`src/rtl/gpio_comp_pkg.sv`:
```
package gpio_comp_pkg;
  localparam int DATA_W = 16;
  localparam int OFF_W = 6;

  localparam logic [OFF_W-1:0] OFF_MODE    = 6'h00;
  localparam logic [OFF_W-1:0] OFF_CLKDIV  = 6'h04;
  localparam logic [OFF_W-1:0] OFF_STATUS  = 6'h08;
  localparam logic [OFF_W-1:0] OFF_POWER   = 6'h0C;
  localparam logic [OFF_W-1:0] OFF_CLKCTL  = 6'h10;
  localparam logic [OFF_W-1:0] OFF_IRQREQ  = 6'h14;
  localparam logic [OFF_W-1:0] OFF_IRQMASK = 6'h18;
  localparam logic [OFF_W-1:0] OFF_IRQSTAT = 6'h1C;
  localparam logic [OFF_W-1:0] OFF_DIR     = 6'h20;
  localparam logic [OFF_W-1:0] OFF_LVLW    = 6'h24;
  localparam logic [OFF_W-1:0] OFF_LVLR    = 6'h28;

  localparam logic [DATA_W-1:0] STATUS_VAL = 16'h0002;
  localparam int PWR_TRIG_BIT = 7;
  localparam logic [DATA_W-1:0] PWR_FORCE = 16'h8040;

  typedef enum logic [3:0] {
    RD_NONE, RD_MODE, RD_CLKDIV, RD_STATUS, RD_POWER, RD_CLKCTL,
    RD_IRQREQ, RD_IRQMASK, RD_IRQSTAT, RD_DIR, RD_LEVEL
  } rdSel_e;

  typedef struct packed {
    logic wrMode;
    logic wrClkDiv;
    logic wrPower;
    logic wrClkCtl;
    logic wrIrqReq;
    logic wrIrqMask;
    logic wrIrqStat;
    logic wrDir;
    logic wrLevel;
  } strobes_t;
endpackage

```
`src/rtl/gpio_comp_ctrl.sv`:
```
module gpio_comp_ctrl
  import gpio_comp_pkg::*;
(
  input  logic [OFF_W-1:0] offset,
  input  logic             we,
  output strobes_t         strobes,
  output rdSel_e           rdSel
);
  always_comb begin
    case (offset)
      OFF_MODE:    rdSel = RD_MODE;
      OFF_CLKDIV:  rdSel = RD_CLKDIV;
      OFF_STATUS:  rdSel = RD_STATUS;
      OFF_POWER:   rdSel = RD_POWER;
      OFF_CLKCTL:  rdSel = RD_CLKCTL;
      OFF_IRQREQ:  rdSel = RD_IRQREQ;
      OFF_IRQMASK: rdSel = RD_IRQMASK;
      OFF_IRQSTAT: rdSel = RD_IRQSTAT;
      OFF_DIR:     rdSel = RD_DIR;
      OFF_LVLW,
      OFF_LVLR:    rdSel = RD_LEVEL;
      default:     rdSel = RD_NONE;
    endcase
  end

  // Status is read-only, so it has no write strobe.
  always_comb begin
    strobes = '0;
    if (we) begin
      strobes.wrMode    = (rdSel == RD_MODE);
      strobes.wrClkDiv  = (rdSel == RD_CLKDIV);
      strobes.wrPower   = (rdSel == RD_POWER);
      strobes.wrClkCtl  = (rdSel == RD_CLKCTL);
      strobes.wrIrqReq  = (rdSel == RD_IRQREQ);
      strobes.wrIrqMask = (rdSel == RD_IRQMASK);
      strobes.wrIrqStat = (rdSel == RD_IRQSTAT);
      strobes.wrDir     = (rdSel == RD_DIR);
      strobes.wrLevel   = (rdSel == RD_LEVEL);
    end
  end
endmodule

```
`src/rtl/gpio_comp_dp.sv`:
```
module gpio_comp_dp
  import gpio_comp_pkg::*;
#(
  parameter int GPIO_N = 16
) (
  input  logic              clk,
  input  logic              rstN,
  input  strobes_t          strobes,
  input  rdSel_e            rdSel,
  input  logic [DATA_W-1:0] wrData,
  input  logic [GPIO_N-1:0] pinIn,
  output logic [DATA_W-1:0] rdData,
  output logic [GPIO_N-1:0] pinOut
);
  logic [DATA_W-1:0] modeReg, clkDivReg, powerReg, clkCtlReg;
  logic [DATA_W-1:0] irqReqReg, irqMaskReg, irqStatReg;
  logic [GPIO_N-1:0] dirReg, levelReg, pinPrev, levelNext, dirNext;
  logic [DATA_W-1:0] powerNext;

  always_comb begin
    powerNext = wrData;
    if (wrData[PWR_TRIG_BIT]) powerNext = wrData | PWR_FORCE;
  end

  always_ff @(posedge clk or negedge rstN) begin
    if (!rstN) begin
      modeReg    <= '0;
      clkDivReg  <= '0;
      powerReg   <= '0;
      clkCtlReg  <= '0;
      irqReqReg  <= '0;
      irqMaskReg <= '0;
      irqStatReg <= '0;
      dirReg     <= '0;
      pinPrev    <= '0;
    end else begin
      if (strobes.wrMode)    modeReg    <= wrData;
      if (strobes.wrClkDiv)  clkDivReg  <= wrData;
      if (strobes.wrPower)   powerReg   <= powerNext;
      if (strobes.wrClkCtl)  clkCtlReg  <= wrData;
      if (strobes.wrIrqReq)  irqReqReg  <= wrData;
      if (strobes.wrIrqMask) irqMaskReg <= wrData;
      if (strobes.wrIrqStat) irqStatReg <= wrData;
      if (strobes.wrDir)     dirReg     <= dirNext;
      pinPrev <= pinIn;
    end
  end

  assign dirNext = strobes.wrDir ? wrData[GPIO_N-1:0] : dirReg;

  for (genvar i = 0; i < GPIO_N; i++) begin : g_line
    // A bus write wins over a pin change in the same cycle.
    always_comb begin
      if (strobes.wrLevel)              levelNext[i] = wrData[i] & dirReg[i];
      else if (pinIn[i] != pinPrev[i])  levelNext[i] = pinIn[i];
      else                              levelNext[i] = levelReg[i];
    end

    always_ff @(posedge clk or negedge rstN) begin
      if (!rstN) begin
        levelReg[i] <= 1'b0;
        pinOut[i]   <= 1'b0;
      end else begin
        levelReg[i] <= levelNext[i];
        if (strobes.wrDir || strobes.wrLevel)
          pinOut[i] <= levelNext[i] & dirNext[i];
      end
    end
  end

  always_comb begin
    rdData = '0;
    case (rdSel)
      RD_MODE:    rdData = modeReg;
      RD_CLKDIV:  rdData = clkDivReg;
      RD_STATUS:  rdData = STATUS_VAL;
      RD_POWER:   rdData = powerReg;
      RD_CLKCTL:  rdData = clkCtlReg;
      RD_IRQREQ:  rdData = irqReqReg;
      RD_IRQMASK: rdData = irqMaskReg;
      RD_IRQSTAT: rdData = irqStatReg;
      RD_DIR:     rdData[GPIO_N-1:0] = dirReg;
      RD_LEVEL:   rdData[GPIO_N-1:0] = levelReg;
      default:    rdData = '0;
    endcase
  end
endmodule

```
`src/rtl/gpio_comp.sv`:
```
module gpio_comp
  import gpio_comp_pkg::*;
#(
  parameter int ADDR_W = 12,
  parameter int BUS_W  = 32,
  parameter int GPIO_N = 16
) (
  input  logic              clk,
  input  logic              rstN,
  input  logic [ADDR_W-1:0] busAddr,
  input  logic              busWe,
  input  logic [BUS_W-1:0]  busWrData,
  output logic [DATA_W-1:0] busRdData,
  input  logic [GPIO_N-1:0] gpioIn,
  output logic [GPIO_N-1:0] gpioOut
);
  strobes_t strobes;
  rdSel_e   rdSel;

  // Upper address and data bits are intentionally dropped.
  logic unusedHigh;
  assign unusedHigh = ^{busAddr[ADDR_W-1:OFF_W], busWrData[BUS_W-1:DATA_W]};

  gpio_comp_ctrl u_ctrl (
    .offset (busAddr[OFF_W-1:0]),
    .we     (busWe),
    .strobes(strobes),
    .rdSel  (rdSel)
  );

  gpio_comp_dp #(.GPIO_N(GPIO_N)) u_dp (
    .clk    (clk),
    .rstN   (rstN),
    .strobes(strobes),
    .rdSel  (rdSel),
    .wrData (busWrData[DATA_W-1:0]),
    .pinIn  (gpioIn),
    .rdData (busRdData),
    .pinOut (gpioOut)
  );
endmodule

```
`config.mk`:
```
export PLATFORM = sky130hd
export DESIGN_NAME = gpio_comp
export DESIGN_NICKNAME = d
export VERILOG_FILES = /design/src/rtl/gpio_comp_pkg.sv /design/src/rtl/gpio_comp_ctrl.sv /design/src/rtl/gpio_comp_dp.sv /design/src/rtl/gpio_comp.sv
export SDC_FILE = /design/constraint.sdc
export NUM_CORES = 1
export LEC_CHECK = 0
export BUFFER_PORTS_ARGS = -buffer_cell sky130_fd_sc_hd__buf_2
export CAP_MARGIN = 25
export CELL_PAD_IN_SITES_DETAIL_PLACEMENT = 2
export CELL_PAD_IN_SITES_GLOBAL_PLACEMENT = 2
export CORE_MARGIN = 4
export CORE_UTILIZATION = 40
export DETAILED_ROUTE_END_ITERATION = 7
export GPL_ROUTABILITY_DRIVEN = 0
export GPL_TIMING_DRIVEN = 0
export PLACE_DENSITY_LB_ADDON = 0.25
export REMOVE_ABC_BUFFERS = 1
export SYNTH_ARGS = -nofsm -noshare
export SYNTH_HDL_FRONTEND = slang
export SYNTH_SLANG_ARGS = --single-unit
export TNS_END_PERCENT = 30
```
`constraint.sdc`:
```
create_clock -name clk -period 1.7 [get_ports clk]
set_input_delay 0.085 -clock clk [delete_from_list [all_inputs] [get_ports clk]]
set_output_delay 0.085 -clock clk [all_outputs]
set_load 0.03 [all_outputs]
```
# Word-level counts from Yosys, hierarchy flattened

Index checks and enable logic that the tools add are counted.
W data, S select, Z words.

Bits in registers: 176
Input bits: 63
Output and inout bits: 32
Word-level logic and storage cells: 149

Equal/unequal tests: 36
Multiplexer cells: 37
Bitwise operators: 32
Reductions and logical operators: 3

Operators by type and width:

| operator             | count |
|---|---|
| $pmux W16 S10        | 1 |
| $pmux W4 S10         | 1 |
| $and A1 B1 Y1        | 32 |
| $mux W1              | 32 |
| $mux W16             | 2 |
| $eq A6 B5 Y1 const B | 4 |
| $eq A6 B6 Y1 const B | 3 |
| $eq A4 B3 Y1 const B | 4 |
| $ne A1 B1 Y1         | 16 |
| $eq A4 B4 Y1 const B | 3 |
| $eq A6 B4 Y1 const B | 2 |
| $mux W9              | 1 |
| $eq A4 B2 Y1 const B | 2 |
| $eq A6 B3 Y1 const B | 1 |
| $logic_not A6 Y1     | 1 |
| $eq A4 B1 Y1 const B | 1 |
| $reduce_or A2 Y1     | 1 |
| $logic_or A1 B1 Y1   | 1 |

# Depth between registers and ports, before layout

Gate-level depths: netlist of run 1.

Word-level depth: 7
Depth in mapped cells: 9
Mapped depth without buffers: 4

# Modules after synthesis

A second synthesis of run 1 with hierarchy kept.

Cell total of the unflattened synthesis: 635
Area, all modules: 8096.5 um^2

Modules (own cells, without submodules):

| module         | times used | cells an instance | area an instance (um^2) | sequential area each (um^2) |
|---|---|---|---|---|
| gpio_comp_dp   | 1          | 605               | 7898.8                  | 4404.2 |
| gpio_comp_ctrl | 1          | 30                | 197.7                   | 0.0 |

# Worst setup path after synthesis of run 1

OpenSTA, ideal clock, no wires.

Path type: input to output
From: input port busAddr[5]
To: output port busRdData[11]
Data arrival time: 1410 ps
Required time: 1615 ps
Path slack: 205 ps
Stages on the path: 8
Buffers on the path: 4
Path through: buf_2 > nor2b_1 > buf_2 > and3b_1 > buf_4 > clkbuf_1 > a22oi_1 > nand3_1

Longest elaborated chain between the ends: 5
Elaborated cells between the ends (all ways): 24
Those cells by class: eq/ne: 20; mux: 2; reduce/logical: 2

RTL lines:

| element                                    | RTL line             | text |
|---|---|---|
| from (decl)                                | gpio_comp.sv:10      | `input logic [ADDR_W-1:0] busAddr,` |
| $eq A6 B6 Y1                               | gpio_comp_ctrl.sv:10 | `case (offset)` |
| $reduce_or A2 Y1                           | gpio_comp_ctrl.sv:10 |  |
| $pmux W4 S10 (*)                           | gpio_comp_ctrl.sv:10 |  |
| $eq A4 B4 Y1, or another cell as far along | gpio_comp_dp.sv:73   | `case (rdSel)` |
| $pmux W16 S10 (*)                          | gpio_comp_dp.sv:73   |  |
| to (decl)                                  | gpio_comp.sv:13      | `output logic [DATA_W-1:0] busRdData,` |

Every way passes the cells marked *; elsewhere a longest branch is shown, timed or not.

# Worst setup path after layout of run 1

From: register u_dp.powerReg[10]
To: output port busRdData[10]

Longest elaborated chain between the ends: 1

RTL lines:

| element                | RTL line           | text |
|---|---|---|
| from (decl)            | gpio_comp_dp.sv:15 | `logic [DATA_W-1:0] modeReg, clkDivReg, powerReg, clkCtlReg;` |
| from (signal assigned) | gpio_comp_dp.sv:39 | `if (strobes.wrPower) powerReg <= powerNext;` |
| $pmux W16 S10          | gpio_comp_dp.sv:73 |  |

No other way between the ends.

==> metrics.txt, run 1 <==
Initial Util 0.406; Layout area overhead 25.8%; top-level I/O count 95; Synthesis Warnings 0; worst relative slew slack 0.597; CTS Buf Count 17; H-Tree Depth 4; # port buffers 72; PnR worst setup slack -0.140 ns; initial antenna violation count 0; gr usage total 0.244; Synth Cell Area 8190 sq um; CP arrival 1.76 ns; failing checks negative setup slack; CP Max Fanout 2; Critical Path Sink Type output port; layout cell share with drive strength beyond 1 0.422; via count 5924; gr ovfl total 0; R2R Setup Slk 0.35 ns; Die Area 22800 sq um; Inst Count DP 955; core area 20200 sq um; # nets final 823; routed len/inst 27.2 um; Leak 5.03 nW; Routed WL 28400 um; Worst Path Required 1.62 ns; Max Cap Viol 0; CTS tree done; final hold violations 0; Post-Syn Instances 664; chip height 151 um; status finished, violations left; CTS Buffer Depth 2; vias in the first global route 6810; IR drop worst, VDD 0.000721 V; Yosys top cell by area dfrtp_1; post-synthesis sequential area ratio 0.537; Synth Area per Inst 12.3 sq um; Worst Hold Class input pin to asynchronous set/reset pin; Root Buffer clkbuf_16; Avg Vias per Cell 5.68; Area contributors post-synth dfrtp_1 (54%), mux2_2 (16%), a22oi_1 (3.8%); Cell Count, Final, Fillers Out 1043; drc violations 0; pre-CTS WS -1.82 ns; Synth cell types 37; Layout Skew 0.00466 ns; Crit Path Class flip-flop to output port; final worst path period share 1.08; Setup Viol. Count Final 12; Reg clk slew, reported paths 0.07 ns; R2R Path Start u_dp.levelReg[2]; Fillers 1947; Critical R2R Capture u_dp.pinOut[2]; Final Total Pwr 10.8 mW; first-pass GRT wire length 41500 um; Tmin final 1.84 ns; CP Launch Type flip-flop; pwr/cell area 1050 nW/um^2; fmax 543 MHz; RSZ-0062 raised after global routing yes; Detail Route Antenna Nets 0; Synth top area share 0.537; largest net degree at the start of global routing 115; Fin Setup TNS -0.664 ns; max-slew violations 0; ant diodes 0; TritonRoute pass-1 iters 4; DP HPWL 14900 um; Rows 52; measured slew at the worst slew-check pin 0.604 ns; Die W 151 um; reg2reg path depth 3; Synth Register Bits 176; drt first-iter violations 324; clock tree sinks 176; clock latency on the worst-skew pair 0.44 ns
cell families after synthesis:
logic type	count (synthesis)	share of synthesized area
adders and majority gates	16	0.0195
buffers and inverters	73	0.0434
and+or+nand+nor	160	0.100
DFF	176	0.537
muxes	152	0.218
xor gates and xnor gates	1	0.00107
AOI/OAI and AO/OA	86	0.0800
cells in the mapped netlist (all sizes together):
| master | instances |
|---|---|
| nor3b | 2 |
| nor2 | 4 |
| clkbuf | 27 |
| o211ai | 7 |
| and2 | 2 |
| and4 | 1 |
| nand2 | 84 |
| maj3 | 16 |
| a32oi | 5 |
| dfrtp | 176 |
| nor3 | 1 |
| and3b | 3 |
| and3 | 6 |
| nand3 | 46 |
| inv | 16 |
| nand4b | 1 |
| nand4 | 3 |
| nor4b | 2 |
| a22o | 22 |
| a22oi | 41 |
| buf | 30 |
| a221oi | 1 |
| mux2 | 152 |
| nor4 | 1 |
| o21ai | 10 |
| nor2b | 4 |
| xor2 | 1 |
layer usage:
layer	up-vias	track usage	wire length, um
met3	45	0.0347	985
met4	0	0.0816	724
met2	139	0.429	14800
li1	2565	-	-
met1	3175	0.310	11800
met5	-	0	0
cells in the final DEF (no fill, tap or decap), types with 15 or more instances in the layout:
master / instances
dfrtp_1: 176
mux2_2: 111
nand2_1: 82
buf_2: 56
nand3_1: 34
dlygate4sd3_1: 33
a22oi_1: 26
mux2_4: 24
a22o_1: 22
buf_4: 19
mux2_1: 17
clkbuf_16: 17
inv_1: 16
maj3_1: 16
a22oi_2: 15
buf_6: 15
where the power goes:
group	total [mW]	switching, mW	internal [mW]
clock network	4.22	1.72	2.50
registers	5.05	0.356	4.69
logic	1.55	0.805	0.745
total	10.8	2.88	7.94
per-stage QoR:
stage | hold slack [ns] | cell area, sq um | util
global placement | 0.211 | 8600 | 0.426
global route | 0.229 | 10300 | 0.511
floorplan | -0.211 | 7900 | -
CTS | 0.209 | 10100 | 0.502
detailed placement | 0.0649 | 8720 | 0.433
finish | 0.187 | 10300 | 0.511
critical path, stage by stage (launching register included):
cell and delay (ns):
dfrtp_1 0.41, mux2_4 0.29, a32oi_2 0.17, mux2_4 0.20, nand3_2 0.08, buf_6 0.15
area by class of cell:
type                       instances  area, sq um  area share
inverter                          16         60.1     0.00583
multi-input combinational        415         3720       0.361
timing repair buffer             134         1150       0.112
clock inverter                    10          131      0.0127
tap                              270          338      0.0328
clock buffer                      22          494      0.0480
sequential                       176         4400       0.427
worst max path at each step:
| stage | start | end | slack [ns] | depth (start not counted) |
|---|---|---|---|---|
| final | u_dp.powerReg[10] | busRdData[10] | -0.14 | 5 |
| after global routing | u_dp.powerReg[10] | busRdData[10] | -0.18 | 5 |
| after CTS | u_dp.irqStatReg[5] | busRdData[5] | -0.09 | 5 |
| after detailed placement | busAddr[4] | u_dp.irqMaskReg[6] | -1.82 | 5 |
| after global placement | rstN | u_dp.levelReg[12] | -2.22 | 1 |
| after floorplan | busAddr[2] | u_dp.clkCtlReg[0] | -0.16 | 3 |
sequential cells by signal (all words and copies together) (netlist names):
name	cells
u_dp.clkCtlReg	16
u_dp.clkDivReg	16
u_dp.dirReg	16
u_dp.irqMaskReg	16
u_dp.irqReqReg	16
u_dp.irqStatReg	16
u_dp.levelReg	16
u_dp.modeReg	16
u_dp.pinOut	16
u_dp.pinPrev	16
u_dp.powerReg	16
what timing repair did:
| item | CTS | global route |
|---|---|---|
| pin swaps | 14 | 10 |
| setup buffers | 18 | 5 |
| hold buffers | 33 | 0 |
| hold endpoints to repair | 97 | 0 |
| resized for setup | 66 | 30 |
| endpoints found under the setup margin | 169 | 28 |
(Power assumes the default switching activity.)
==> run 2, diff against run 1 <==
--- a/config.mk
+++ b/config.mk
@@ -14,7 +14,7 @@
 export DETAILED_ROUTE_END_ITERATION = 7
 export GPL_ROUTABILITY_DRIVEN = 0
 export GPL_TIMING_DRIVEN = 0
-export PLACE_DENSITY_LB_ADDON = 0.25
+export PLACE_DENSITY_LB_ADDON = 0.1
 export REMOVE_ABC_BUFFERS = 1
 export SYNTH_ARGS = -nofsm -noshare
 export SYNTH_HDL_FRONTEND = slang
==> metrics.txt, run 2 (synthesis gave the netlist of run 1 again) <==
drc violations 0; Layout area overhead 24.9%; Tmin final 1.76 ns; failing checks negative setup slack; IR drop worst, VDD 0.000663 V; layout cell share with drive strength beyond 1 0.420; core area 20200 sq um; DP HPWL 14800 um; # nets final 825; Detail Route Antenna Nets 0; drt first-iter violations 252; Die Area 22800 sq um; TritonRoute pass-1 iters 4; pwr/cell area 1010 nW/um^2; CTS Buffer Depth 2; H-Tree Depth 4; gr ovfl total 0; Reg clk slew, reported paths 0.07 ns; via count 5768; Initial Util 0.406; CTS tree done; CTS Buf Count 17; top-level I/O count 95; CP peak stage delay 0.39 ns; RSZ-0062 raised after global routing yes; Placed Area 8730 sq um; ant diodes 0; Layout Skew 0.00673 ns; chip height 151 um; Die W 151 um; max-slew violations 0; CP Max Fanout 2; fmax 568 MHz; Avg Vias per Cell 5.54; R2R Setup Slk 0.40 ns; Critical Path Sink Type output port; initial antenna violation count 0; Final Cell Area 10200 sq um; Worst Hold Class input pin to flip-flop; Setup Viol. Count Final 6; Crit Path Class flip-flop to output port; CP Cell Sequence mux2_2, a32oi_2, nand4_1, buf_6; most common cell after layout, fill and taps aside dfrtp_1; Leak 5.02 nW; status finished, violations left; vias in the first global route 6717; Worst Path Required 1.62 ns; pre-CTS WS -1.79 ns; final worst path period share 1.04; Max Cap Viol 0; final hold violations 0; final core occ 0.507; first-pass GRT wire length 39900 um; gr usage total 0.234; Root Buffer clkbuf_16; clock tree sinks 176; largest net degree at the start of global routing 110; Crit-path slowest cell dfrtp_1; PnR worst setup slack -0.0599 ns; Rows 52; CP arrival 1.67 ns; CP Launch Type flip-flop; commonest non-fill, non-tap cells in the layout dfrtp_1 (176), mux2_2 (109), nand2_1 (82); clock latency on the worst-skew pair 0.43 ns; routed len/inst 24.7 um; worst relative slew slack 0.506; measured slew at the worst slew-check pin 0.740 ns; Routed WL 25800 um; # port buffers 72
run 2: final cells by class:
type,count,area (sq um)
Clock inverter,7,87.6
Fill cell,1948,9940
Sequential cell,176,4400
Multi-Input combinational cell,416,3730
Timing Repair Buffer,135,1150
Clock buffer,22,464
Tap cell,270,338
Inverter,16,60.1
run 2: worst max-delay path: cells and delay by family (launching register included):
kind | cells | cell delay, ns
AOI/OAI and AO/OA | 1 | 0.19
and+or+nand+nor | 1 | 0.20
muxes | 1 | 0.28
DFF | 1 | 0.39
buffers and inverters | 1 | 0.20
run 2: layer usage:
metal | vias to the layer above | routed length, um | global-route usage | share of wire
met5 | - | 0 | 0 | 0
met4 | 0 | 441 | 0.0703 | 0.017
met3 | 25 | 769 | 0.0404 | 0.030
met2 | 94 | 13000 | 0.387 | 0.51
met1 | 3076 | 11500 | 0.316 | 0.45
li1 | 2573 | - | - | -
run 2: final timing paths:
check | start | to | depth (start not counted)
worst min register to register | u_dp.clkDivReg[9] | u_dp.clkDivReg[9] | 1
worst min-delay path | busWrData[11] | u_dp.dirReg[11] | 3
worst max register to register | u_dp.levelReg[2] | u_dp.pinOut[2] | 3
min in group asynchronous | rstN | u_dp.clkCtlReg[3] | 2
worst max-delay path | u_dp.irqReqReg[14] | busRdData[14] | 4
max in group asynchronous | rstN | u_dp.pinOut[14] | 3
run 2: repair_timing:
action                     in CTS  in global routing
setup endpoints to repair     169                 22
hold buffers                   32                  0
resized for setup              61                 37
gates cloned                    0                  1
hold endpoints to repair      104                  0
setup buffers                  18                  6
pin swaps                      12                 12
run 2: per-stage QoR:
stage	std cells	hold slack (ns)	TNS (ns)	power [mW]
after floorplan	607	-0.211	-5.35	5.77
after global placement	949	0.210	-623.97	6.19
after detailed placement	956	0.0848	-191.14	6.34
after CTS	1035	0.0201	-0.196	10.3
after global routing	1042	0.0283	-1.24	10.8
final	1042	0.0326	-0.264	10.3
run 2: power breakdown:
group          switching (mW)  internal [mW]
Clock                    1.62           2.21
Combinational           0.750          0.738
Sequential              0.313           4.69
==> run 3, diff against run 2 <==
--- a/config.mk
+++ b/config.mk
@@ -5,12 +5,13 @@
 export SDC_FILE = /design/constraint.sdc
 export NUM_CORES = 1
 export LEC_CHECK = 0
+export ABC_AREA = 1
 export BUFFER_PORTS_ARGS = -buffer_cell sky130_fd_sc_hd__buf_2
 export CAP_MARGIN = 25
 export CELL_PAD_IN_SITES_DETAIL_PLACEMENT = 2
 export CELL_PAD_IN_SITES_GLOBAL_PLACEMENT = 2
 export CORE_MARGIN = 4
-export CORE_UTILIZATION = 40
+export CORE_UTILIZATION = 35
 export DETAILED_ROUTE_END_ITERATION = 7
 export GPL_ROUTABILITY_DRIVEN = 0
 export GPL_TIMING_DRIVEN = 0
==> metrics.txt, run 3 <==
TritonRoute pass-1 iters 4; Synth cell types 28; Rows 54; IR drop worst, VDD 0.000552 V; Die W 158 um; layout cell share with drive strength beyond 1 0.177; H-Tree Depth 4; Post-Syn Instances 936; routed len/inst 20.2 um; Initial Util 0.360; gr ovfl total 0; initial antenna violation count 0; CP Max Fanout 7; Fillers 2460; Root Buffer clkbuf_16; Max Cap Viol 0; final hold violations 0; Yosys top cell by area dfrtp_1; final core occ 0.439; Synth Cell Area 7930 sq um; post-synthesis sequential area ratio 0.556; Synth Register Bits 176; # port buffers 72; vias in the first global route 7541; ys async rst share 1.00; Leak 4.96 nW; DP HPWL 15600 um; most common cell after layout, fill and taps aside nand2_1; first-pass GRT wire length 42800 um; chip height 158 um; Die Area 25100 sq um; gr usage total 0.224; core area 22000 sq um; max-slew violations 0; final worst path period share 0.970; clock tree sinks 176; drt first-iter violations 295; CP arrival 1.56 ns; Worst Hold Class input pin to flip-flop; # nets final 1094; Routed WL 26700 um; Layout Skew 0.00486 ns; Synthesis Warnings 0; Fin Setup TNS 0 ns; largest net degree at the start of global routing 93; via count 6834; Worst Path Required 1.62 ns; top-level I/O count 95; drc violations 0; clock latency on the worst-skew pair 0.43 ns; status completed; Crit Path Class input pin to output port; ant diodes 0; Detail Route Antenna Nets 0; Synth top area share 0.556; commonest non-fill, non-tap cells in the layout nand2_1 (353), dfrtp_1 (176), o21ai_1 (84); Tmin final 1.65 ns; Setup Viol. Count Final 0; Critical Path Sink Type output port; CTS tree done; count leader, synth nand2_1; CP Launch Type input pin; Reg clk slew, reported paths 0.07 ns; measured slew at the worst slew-check pin 0.726 ns; Synth Area per Inst 8.47 sq um; Area contributors post-synth dfrtp_1 (56%), nand2_1 (17%), o21ai_1 (5.1%); pwr/cell area 1010 nW/um^2; CTS Buf Count 17; fmax 606 MHz; worst relative slew slack 0.514; most instantiated cells after synthesis nand2_1 (359), dfrtp_1 (176), o21ai_1 (81); Post-synth EDFFs 0; top_reg_cell synth dfrtp_1; Layout area overhead 22.0%; CTS Buffer Depth 2; Avg Vias per Cell 5.16
-- run 3: cell count changes after synthesis, sizes merged, moves of 7 or more --
cell / change
nand2: +284
a21oi: +9
maj3: -7
nand3: +15
mux2: -152
nor2: +36
clkbuf: -21
o21ai: +133
a22oi: -31
inv: +54
a22o: -22
o211ai: -7
-- run 3: final timing paths --
path,start,end,slack (ns),cells after the start
worst max-delay path,busAddr[3],busRdData[7],0.05,10
worst min-delay path,busWrData[10],u_dp.levelReg[10],0.01,5
worst max register to register,u_dp.levelReg[1],u_dp.pinOut[1],0.56,5
worst min register to register,u_dp.pinOut[9],u_dp.pinOut[9],0.48,2
max in group asynchronous,rstN,u_dp.irqStatReg[10],0.55,3
min in group asynchronous,rstN,u_dp.pinPrev[4],0.23,2
-- run 3: kinds of logic (layout without fill, tap and decap cells) --
family,after synthesis,in the layout,share of synthesized area
DFF,176,176,0.556
and+or+nand+nor,478,479,0.256
buffers and inverters,111,218,0.0652
AOI/OAI and AO/OA,162,162,0.112
adders and majority gates,9,9,0.0114
-- run 3: worst max-delay path: stages --
cell and delay (ns):
buf_2 0.16, inv_2 0.08, nor2_2 0.14, nand3_4 0.14, nand2_8 0.15, clkinvlp_4 0.22, o21ai_2 0.20, nor2_1 0.06
nand2_1 0.14, buf_4 0.19
-- run 3: per-stage QoR --
step	setup WS (ns)	hold WS, ns	cells	cell area, sq um	power [mW]
2_1_floorplan	0.203	-0.211	896	7680	5.59
3_3_place_gp	-2.59	0.209	1248	8390	5.97
4_1_cts	0.00362	0.00625	1322	9620	9.91
6_report	0.0503	0.0140	1324	9670	9.81
3_5_place_dp	-0.992	0.146	1254	8560	6.06
5_1_grt	-0.0132	0.0366	1324	9670	10.3
-- run 3: report_power, final --
part,switching [mW],internal (mW)
Clock,1.81,1.94
Combinational,0.722,0.397
Sequential,0.276,4.67
-- run 3: repair_timing --
action,CTS,global route
gates resized for setup,22,13
cloned,1,0
hold endpoints to repair,101,0
hold buffers,18,0
endpoints found under the setup margin,122,33
buffers inserted,17,2
pin swaps,8,3
-- run 3: final cells by class --
type	instances	area, sq um	area share
clock buffer	19	443	0.0458
clock inverter	13	106	0.0110
multi-input combinational	650	3120	0.323
inverter	71	285	0.0295
tap	280	350	0.0362
sequential	176	4400	0.455
timing repair buffer	115	957	0.0990
-- run 3: routing by layer --
| layer | global-route usage | up-vias | wire length [um] |
|---|---|---|---|
| met4 | 0.0491 | 0 | 336 |
| met1 | 0.307 | 3526 | 12600 |
| met3 | 0.0321 | 22 | 659 |
| met2 | 0.379 | 84 | 13100 |
| li1 | - | 3202 | - |
| met5 | 0 | - | 0 |
